==> src/rtl/iter_carry_pkg.sv <==
package iter_carry_pkg;
  localparam int unsigned DEF_WIDTH       = 16;
  localparam int unsigned DEF_FIRST_STEPS = 8;
  localparam int unsigned DEF_NEXT_STEPS  = 12;
endpackage

==> src/rtl/carry_step_stage.sv <==
module carry_step_stage #(
  parameter int unsigned WIDTH = 16
) (
  input  logic [WIDTH-1:0] res_i,
  input  logic [WIDTH-1:0] car_i,
  output logic [WIDTH-1:0] res_o,
  output logic [WIDTH-1:0] car_o,
  output logic             co_o
);
  logic [WIDTH-1:0] gen;

  always_comb begin
    gen   = res_i & car_i;
    res_o = res_i ^ car_i;
    car_o = {gen[WIDTH-2:0], 1'b0};
    co_o  = gen[WIDTH-1];
  end
endmodule

==> src/rtl/carry_step_chain.sv <==
module carry_step_chain #(
  parameter int unsigned WIDTH = 16,
  parameter int unsigned STEPS = 8
) (
  input  logic [WIDTH-1:0] res_i,
  input  logic [WIDTH-1:0] car_i,
  output logic [WIDTH-1:0] res_o,
  output logic [WIDTH-1:0] car_o,
  output logic             co_o
);
  logic [WIDTH-1:0] res_s [STEPS+1];
  logic [WIDTH-1:0] car_s [STEPS+1];
  logic [STEPS-1:0] co_s;

  assign res_s[0] = res_i;
  assign car_s[0] = car_i;

  for (genvar g = 0; g < STEPS; g++) begin : g_step
    carry_step_stage #(.WIDTH(WIDTH)) u_stage (
      .res_i(res_s[g]),
      .car_i(car_s[g]),
      .res_o(res_s[g+1]),
      .car_o(car_s[g+1]),
      .co_o (co_s[g])
    );
  end

  assign res_o = res_s[STEPS];
  assign car_o = car_s[STEPS];
  assign co_o  = |co_s;
endmodule

==> src/rtl/iter_carry_adder.sv <==
module iter_carry_adder
  import iter_carry_pkg::*;
#(
  parameter int unsigned WIDTH       = DEF_WIDTH,
  parameter int unsigned FIRST_STEPS = DEF_FIRST_STEPS,
  parameter int unsigned NEXT_STEPS  = DEF_NEXT_STEPS
) (
  input  logic             clk,
  input  logic             rst,
  input  logic             issue_i,
  input  logic             collect_i,
  input  logic [WIDTH-1:0] tos_i,
  input  logic [WIDTH-1:0] sos_i,
  output logic [WIDTH-1:0] tos_o,
  output logic             exact_o,
  output logic             cout_o
);
  logic [WIDTH-1:0] res_q, car_q, tos_q;
  logic             co_q;
  logic [WIDTH-1:0] ld_res, ld_car, rn_res, rn_car;
  logic             ld_co, rn_co;

  // Steps applied on the issue edge, starting from the raw operands.
  carry_step_chain #(.WIDTH(WIDTH), .STEPS(FIRST_STEPS)) u_load (
    .res_i(sos_i),
    .car_i(tos_i),
    .res_o(ld_res),
    .car_o(ld_car),
    .co_o (ld_co)
  );

  // Steps applied on every later edge, starting from the held state.
  carry_step_chain #(.WIDTH(WIDTH), .STEPS(NEXT_STEPS)) u_run (
    .res_i(res_q),
    .car_i(car_q),
    .res_o(rn_res),
    .car_o(rn_car),
    .co_o (rn_co)
  );

  always_ff @(posedge clk) begin
    if (rst) begin
      res_q <= '0;
      car_q <= '0;
      co_q  <= 1'b0;
      tos_q <= '0;
    end else begin
      if (collect_i) tos_q <= res_q;
      if (issue_i) begin
        res_q <= ld_res;
        car_q <= ld_car;
        co_q  <= ld_co;
      end else begin
        res_q <= rn_res;
        car_q <= rn_car;
        co_q  <= co_q | rn_co;
      end
    end
  end

  assign tos_o   = tos_q;
  assign exact_o = ~|car_q;
  assign cout_o  = co_q;
endmodule

==> config.mk <==
export PLATFORM = sky130hd
export DESIGN_NAME = iter_carry_adder
export DESIGN_NICKNAME = d
export VERILOG_FILES = /design/src/rtl/iter_carry_pkg.sv /design/src/rtl/carry_step_stage.sv /design/src/rtl/carry_step_chain.sv /design/src/rtl/iter_carry_adder.sv
export SDC_FILE = /design/constraint.sdc
export NUM_CORES = 1
export LEC_CHECK = 0
export ABC_AREA = 1
export BUFFER_PORTS_ARGS = -buffer_cell sky130_fd_sc_hd__buf_2
export CORE_MARGIN = 10
export CORE_UTILIZATION = 60
export CTS_CLUSTER_SIZE = 28
export DETAILED_ROUTE_END_ITERATION = 6
export GPL_ROUTABILITY_DRIVEN = 1
export HOLD_SLACK_MARGIN = 0.02
export PLACE_DENSITY = 0.83
export SLEW_MARGIN = 20
export SYNTH_ARGS = -nofsm -noshare
export SYNTH_HDL_FRONTEND = slang
export SYNTH_HIERARCHICAL = 1
export SYNTH_SLANG_ARGS = --single-unit
export TNS_END_PERCENT = 5
==> constraint.sdc <==
create_clock -name clk -period 6.6 [get_ports clk]
set_clock_uncertainty 0.2 [all_clocks]
set_input_delay 1.32 -clock clk [delete_from_list [all_inputs] [get_ports clk]]
set_output_delay 1.32 -clock clk [all_outputs]
set_load 0.03 [all_outputs]
* Word level (Yosys, flattened, before mapping)
Cells that the tools add are included.
** Cells by class
- Multiplexer cells :: 3
- Bitwise gates (word level) :: 41
- Reduce and logical (&&, ||, !) cells :: 4
** Operator list (count)
- AND 16 bit :: 20
- bitwise XOR 16 bit :: 20
- 2-to-1 mux 16 bit :: 2
- OR reduction 16 bit :: 1
- OR reduction 12 bit :: 1
- OR reduction 8 bit :: 1
- logical NOT 1 bit :: 1
- 2-to-1 mux 1 bit :: 1
- OR 1 bit :: 1
** Word-level totals
- Register bits :: 49
- Input bits :: 36
- Output and inout bits :: 18

* Longest topological paths before layout
Gate-level depths: netlist of the first run.
- Depth in word-level cells :: 15
- Depth in mapped cells :: 17
- Depth with buffers taken out :: 17

* Cells and area by module
Netlist of the first run, hierarchy kept.
** By module, submodules not included
- carry_step_stage :: times used 20, cells an instance 18, area an instance 211.5 um^2, seq. area each 0.0 um^2
- iter_carry_adder :: times used 1, cells an instance 239, area an instance 1785.5 um^2, seq. area each 980.9 um^2
- carry_step_chain at u_load :: times used 1, cells an instance 15, area an instance 56.3 um^2, seq. area each 0.0 um^2
- carry_step_chain at u_run :: times used 1, cells an instance 11, area an instance 43.8 um^2, seq. area each 0.0 um^2

* Worst setup path before layout of the first run
No wires, ideal clock.
- Path kind :: reg2reg
- Start :: reg res_q[15]
- End :: reg co_q, in the netlist cout_o
- Setup time :: 0.117 ns
- Data arrival time :: 4.073 ns
- Data required time :: 6.283 ns
- Path slack :: 2.210 ns
- Stages on the path, launching flop included :: 18
- Clock period less this slack :: 4.390 ns
- Cells stage by stage :: dfxtp_1 > ha_1 > ha_1 > ha_1 > ha_1 > ha_1 > ha_1 > ha_1 > ha_1 > ha_1 > ha_1 > ha_1 > ha_1 > nor2_1 > and2_0 > nand2_1 > nor3_1 > nor2_1
** RTL lines
- from (decl) :: RTL line iter_carry_adder.sv:18 : logic [WIDTH-1:0] res_q, car_q, tos_q;
- from (signal assigned) :: RTL line iter_carry_adder.sv:50 : res_q <= ld_res;
- from (signal assigned) :: RTL line iter_carry_adder.sv:54 : res_q <= rn_res;
- to (signal assigned) :: RTL line iter_carry_adder.sv:52 : co_q <= ld_co;
- to (signal assigned) :: RTL line iter_carry_adder.sv:56 : co_q <= co_q | rn_co;
- to (decl) :: RTL line iter_carry_adder.sv:19 : logic co_q;

==> results of run 1 <==
-- cell type report --
cell class	instances	area share, %
Timing Repair Buffer	53	4.12
Inverter	23	1.34
Multi-Input combinational cell	520	74.9
Clock buffer	6	1.28
Clock inverter	2	0.583
Sequential cell	49	15.2
Tap cell	133	2.58
-- worst max-delay path, delay by kind of cell (launching register included) --
family / cells / cell delay, ps
simple gates: 5 / 540
fa+ha+maj: 12 / 3530
flops: 1 / 320
-- where the power goes --
group | internal, W | leakage, nW | switching (W)
clock | 0.000123 | 0.0574 | 0.000103
combinational | 0.000440 | 3.67 | 0.000507
sequential | 0.000341 | 0.406 | 0.0000294
total | 0.000904 | 4.14 | 0.000639
-- routing by layer --
layer / wire, µm / up-vias
met5: 0 / -
met4: 276 / 0
met3: 425 / 25
met2: 6390 / 71
met1: 3580 / 2038
li1: - / 2205
-- layout by cell type (no fill, tap or decap) --
cell          n
inv_2         1
nand2_1      16
and2_0        1
dfxtp_1      49
buf_2        53
o21ai_0      40
ha_1        320
o21ai_1       9
clkinvlp_4    1
nor3_1        1
clkbuf_8      6
conb_1       20
bufinv_16     1
nor2_1      112
inv_1        22
and2_1        1
-- worst paths after layout --
kind	depth (start not counted)	end
max reg2reg	17	cout_o
min	2	tos_o[14]
min reg2reg	2	tos_o[14]
max	17	cout_o
-- cells by family after synthesis --
group	synth area share, %
fa+ha+maj	65.5
buf+inv	5.10
simple gates	8.14
compound gates	4.01
other cells	1.23
flops	16.0
-- per-stage QoR --
step	setup slack, ps	instances	total power, W	instance area, µm²	hold WS (ps)
2_1_floorplan	2210	625	0.00107	6110	262
3_3_place_gp	2080	778	0.00126	6320	261
3_5_place_dp	1900	778	0.00131	6320	279
4_1_cts	1880	786	0.00155	6440	302
5_1_grt	1740	786	0.00179	6440	336
6_report	1900	786	0.00154	6440	301
-- state kept, by name, summed over array words and instances (netlist names) --
name,count
car_q,16
cout_o,1
res_q,16
tos_o,16
==> results.yml, run 1 <==
status:
  status: "completed"
die:
  start_util_pct: 62.0
  die_width_um: 121
  core-area_mm2: 0.00986
  rows: 36
  die_h_um: 121
  boundaryPins: 54
  dieArea_mm2: 0.0146
layout:
  drive_gt1_share_pct: 9.49
  nets: 1008
  area_growth_pct: 5.34
  n_antenna_cell: 0
  fill_cells: 756
  seq_area_um2: 981
  multiInputGateArea_mm2: 0.00482
  final_core_util_pct: 65.3
clocking:
  cts_max_path_buffers: 2
  cts_sinks: 49
  cts_resized: 0
  post-cts-setup-buffers: 0
  cts_buffers: 5
  cts_root_buf: "clkbuf_8"
  clk_pin_slew_worst_paths_ps: 90
  holdBufCountCts: 0
  htreeDepth: 2
  cts_tree: "done"
  worstSkewPairLatency_ps: 310
logic_synthesis:
  synth.cell_area_mm2: 0.00611
  syn_inst: 625
  synthDistinctLibCells: 17
  yosysSeqAreaShare_pct: 16.0
  async_flop_share_pct: 0
  synth_area_per_cell_um2: 9.78
  yosysTopAreaCell: "ha_1"
  yosysTopAreaCellShare_pct: 65.5
  synth-seq-cells: 49
  synth-edff-count: 0
  synth_ff_type: "dfxtp_1"
  yosysMostFrequentCell: "ha_1"
  ys_top_cells_by_area: "ha_1 (65%), dfxtp_1 (16%), nor2_1 (6.9%)"
  syn_nets: 981
  yosysWarnings: 6
  synthTopCellsByCount: "ha_1 (320), nor2_1 (112), dfxtp_1 (49)"
setup_path:
  critical_path.cell_chain: "ha_1 -> ha_1 -> ha_1 -> ha_1 -> ha_1 -> ha_1 -> ha_1 -> ha_1 -> ha_1 -> ha_1 -> ha_1 -> ha_1 -> nor2_1 -> and2_0 -> nand2_1 -> nor3_1 -> nor2_1"
  cpMostUsedCell: "ha_1"
  worstPathRequired_ps: 6590
  slowest_stage: "dfxtp_1"
  end_kind: "flip-flop"
  path_max_fanout: 2
  start_kind: "flip-flop"
  crit_type: "flip-flop to flip-flop"
  critPathArrivalTime_ps: 4690
  cp-startpoint: "res_q[15]"
  r2r-start: "res_q[15]"
  slowest_delay_ps: 320
  r2r_setup_slack_ps: 1900
global_route:
  grt_pass1_vias: 4639
  use_met1_pct: 12.4
  grt_usage_pct: 15.0
  grt_use_met3_pct: 2.98
  grtUsageMet2_pct: 33.0
  grt_pass1_wl_mm: 18.4
  grt.overflow.total: 0
  grt_max_degree: 50
  antenna_found_initial: 0
  grt.busiest_layer: "met2"
sta:
  hold_violations: 0
  setup-tns-final_ps: 0
  finalSetupViolations: 0
  min_period_over_period_pct: 71.2
  tightest_slew_ps: 891
  max_slew_margin_pct: 40.5
  rsz0062_at_grt: "false"
  max_clock_freq_mhz: 213
  drv_slew: 0
  fin_crit_ps: 4700
min_path:
  hp-class: "flip-flop to flip-flop"
  hp-start: "tos_o[14]"
detailed_routing:
  drcViolationCount: 0
  ant_nets: 0
  wl_per_cell_um: 13.6
  first_pass_iters: 4
  num_vias: 4339
  viasPerCell: 5.52
  drt_wl_total_mm: 10.7
  initialDrtViolationCount: 130
place:
  routabilityCongestion: 0.837
  numPortBuffers: 53
  dp.final_hpwl_mm: 9.37
pwr:
  vdd_ir_drop_max_uv: 391
  p_leak_nw: 4.14
  power_density_mw_per_mm2: 240
run:
  drv_cap: 0
(Power assumes the default switching activity.)
==> inputs of run 2 (changes only) <==
--- a/config.mk
+++ b/config.mk
@@ -5,15 +5,15 @@
 export SDC_FILE = /design/constraint.sdc
 export NUM_CORES = 1
 export LEC_CHECK = 0
-export ABC_AREA = 1
+export ABC_AREA = 0
 export BUFFER_PORTS_ARGS = -buffer_cell sky130_fd_sc_hd__buf_2
 export CORE_MARGIN = 10
-export CORE_UTILIZATION = 60
+export CORE_UTILIZATION = 56
 export CTS_CLUSTER_SIZE = 28
 export DETAILED_ROUTE_END_ITERATION = 6
 export GPL_ROUTABILITY_DRIVEN = 1
 export HOLD_SLACK_MARGIN = 0.02
-export PLACE_DENSITY = 0.83
+export PLACE_DENSITY = 0.82
 export SLEW_MARGIN = 20
 export SYNTH_ARGS = -nofsm -noshare
 export SYNTH_HDL_FRONTEND = slang
==> constraint.sdc (replaced) <==
create_clock -name clk -period 4.2 [get_ports clk]
set_clock_uncertainty 0.2 [all_clocks]
set_input_delay 0.84 -clock clk [delete_from_list [all_inputs] [get_ports clk]]
set_output_delay 0.84 -clock clk [all_outputs]
set_load 0.03 [all_outputs]
==> run 2 against run 1 <==
  * The flow now finishes with violations (negative setup slack)
  * Die area increased by 5.5%
  * Via count decreased by 1.1%
  * Register-to-register slack got worse by 1900 ps
  * Hold slack improved by 7.4 ps
  * Non-clock buffer count increased by 29
  * Synthesized cell count decreased by 15%
  * Combinational power increased by 110%
  * Clock-buffer cell count decreased by 1
  * Core utilization increased by 11 points
  * Cell count decreased by 7.6%
  * Flip-flop and latch count unchanged
  * Routed wire length increased by 43%
  * Critical endpoint is now res_q[7]
==> results.yml, run 2 <==
min_path:
  hp-class: "flip-flop to flip-flop"
  hp-start: "tos_o[1]"
die:
  dieArea_mm2: 0.0154
  boundaryPins: 54
  die_width_um: 124
  rows: 37
  die_h_um: 124
  core-area_mm2: 0.0105
  start_util_pct: 58.2
detailed_routing:
  first_pass_iters: 4
  ant_nets: 0
  initialDrtViolationCount: 104
  num_vias: 4291
  drt_wl_total_mm: 15.2
  viasPerCell: 5.91
  drcViolationCount: 0
  wl_per_cell_um: 20.9
sta:
  max_slew_margin_pct: 33.5
  final.setup.worst_slack_ps: -41.5
  tightest_slew_ps: 998
  fin_crit_ps: 4240
  rsz0062_at_grt: "true"
  drv_slew: 0
  min_period_over_period_pct: 101
  max_clock_freq_mhz: 236
  hold_violations: 0
  finalSetupViolations: 2
  whs_ps: 308
setup_path:
  start_kind: "flip-flop"
  cpMostUsedCell: "ha_1"
  critPathArrivalTime_ps: 4210
  critical_path.cell_chain: "ha_4 -> ha_4 -> ha_4 -> ha_4 -> ha_1 -> ha_1 -> ha_2 -> ha_4 -> ha_1 -> ha_1 -> ha_1 -> ha_1 -> mux2i_1 -> nor2_1"
  cp-startpoint: "car_q[6]"
  end_kind: "flip-flop"
  slowest_stage: "dfxtp_4"
  crit_type: "flip-flop to flip-flop"
  worstPathRequired_ps: 4160
  r2r-start: "car_q[6]"
  path_max_fanout: 2
  slowest_delay_ps: 380
clocking:
  htreeDepth: 2
  cts_tree: "done"
  clk_pin_slew_worst_paths_ps: 100
  cts_root_buf: "clkbuf_8"
  worstSkewPairLatency_ps: 330
  cts_max_path_buffers: 2
  cts_sinks: 49
  cts_buffers: 5
layout:
  fill_cells: 591
  multiInputGateArea_mm2: 0.00619
  area_growth_pct: 31.5
  fin_cells: 726
  stdcell_area_mm2: 0.00800
  drive_gt1_share_pct: 40.5
  nets: 945
  n_antenna_cell: 0
  seq_area_mm2: 0.00104
  final_common_cell: "ha_1"
  final_cell_mix: "ha_1 (205), ha_4 (106), buf_2 (53)"
global_route:
  grt_pass1_wl_mm: 21.0
  grt_pass1_vias: 4569
  grt_usage_pct: 16.3
  grt.overflow.total: 0
  grt_max_degree: 50
  antenna_found_initial: 0
logic_synthesis:
  yosysSeqAreaShare_pct: 16.1
  synthTopCellsByCount: "ha_1 (320), dfxtp_1 (49), mux2i_1 (48), nor2_1 (48)"
  yosysMostFrequentCell: "ha_1"
  synth-edff-count: 0
  syn_inst: 531
  ys_top_cells_by_area: "ha_1 (66%), dfxtp_1 (16%), mux2i_1 (7.9%)"
  async_flop_share_pct: 0
  yosysTopAreaCellShare_pct: 65.8
  synth_ff_type: "dfxtp_1"
  synth.cell_area_mm2: 0.00608
  synth_area_per_cell_um2: 11.5
  synthDistinctLibCells: 16
  synth-seq-cells: 49
  yosysWarnings: 6
  yosysTopAreaCell: "ha_1"
  syn_nets: 887
pwr:
  p_leak_nw: 4.14
  power_density_mw_per_mm2: 378
  vdd_ir_drop_max_uv: 510
place:
  placed_area_mm2: 0.00642
  dp_cells: 712
  dp_slack_ps: -382
  numPortBuffers: 53
  dp.final_hpwl_mm: 8.52
  routabilityCongestion: 0.821
status:
  violations: "negative setup slack"
  status: "complete, but fails checks"
run:
  drv_cap: 0
[run 2: changes by cell type after synthesis, sizes merged]
cell	change
nand2	-15
nor2b	+1
o21ai	-49
inv	-23
clkbuf	-4
nor4	+9
and4	+1
nand3	+1
nor2	-64
and2	-2
mux2i	+48
nor3	+1
buf	+2
[run 2: area by class of cell]
cell class	instances	share of cell area, %
Sequential cell	49	13.0
Clock buffer	5	0.860
Tap cell	136	2.13
Multi-Input combinational cell	451	77.4
Timing Repair Buffer	82	6.04
Clock inverter	3	0.578
[run 2: cells by family after synthesis]
group	count (synthesis)	share of synthesized area, %
adders and majority gates	320	65.8
and+or+nand+nor	63	4.44
DFF	49	16.1
muxes	48	7.90
buffers and inverters	31	4.50
other	20	1.23
[run 2: through the flow]
stage	util [%]	setup TNS [ps]	total power, W
6_report	76.5	-77.5	0.00303
5_1_grt	76.5	-452	0.00338
4_1_cts	71.4	-72.5	0.00265
3_5_place_dp	61.4	-4850	0.00210
3_3_place_gp	61.4	-3780	0.00202
2_1_floorplan	-	-28.2	0.00172
[run 2: per-layer routing]
| metal | wire [µm] | GRT usage [%] | up-vias |
|---|---|---|---|
| li1 | - | - | 2036 |
| met1 | 4940 | 13.4 | 2053 |
| met2 | 8680 | 34.6 | 130 |
| met3 | 575 | 3.31 | 72 |
| met4 | 1020 | 8.32 | 0 |
| met5 | 0 | 0 | - |
[run 2: critical path: cells and delay by family (launching register included)]
family | cells | cell delay (ps)
mux | 1 | 220
flops | 1 | 380
simple gates | 1 | 80
fa+ha+maj | 12 | 3200
[run 2: worst paths after layout]
kind,slack (ps),depth (start not counted),end
setup / recovery,-40,14,res_q[7]
hold / removal,310,2,tos_o[1]
setup reg to reg,-40,14,res_q[7]
hold reg to reg,310,2,tos_o[1]
[run 2: what timing repair did]
item                       in CTS  in global routing
hold buffers                    0                  0
setup endpoints to repair      21                 18
setup buffers                   6                  0
resized for setup             108                 53
pin swaps                     127                 23
[run 2: power by group]
part           switching [W]  internal [W]
Sequential         0.0000734      0.000547
Clock               0.000197      0.000179
Combinational       0.000981       0.00105
Total                0.00125       0.00177
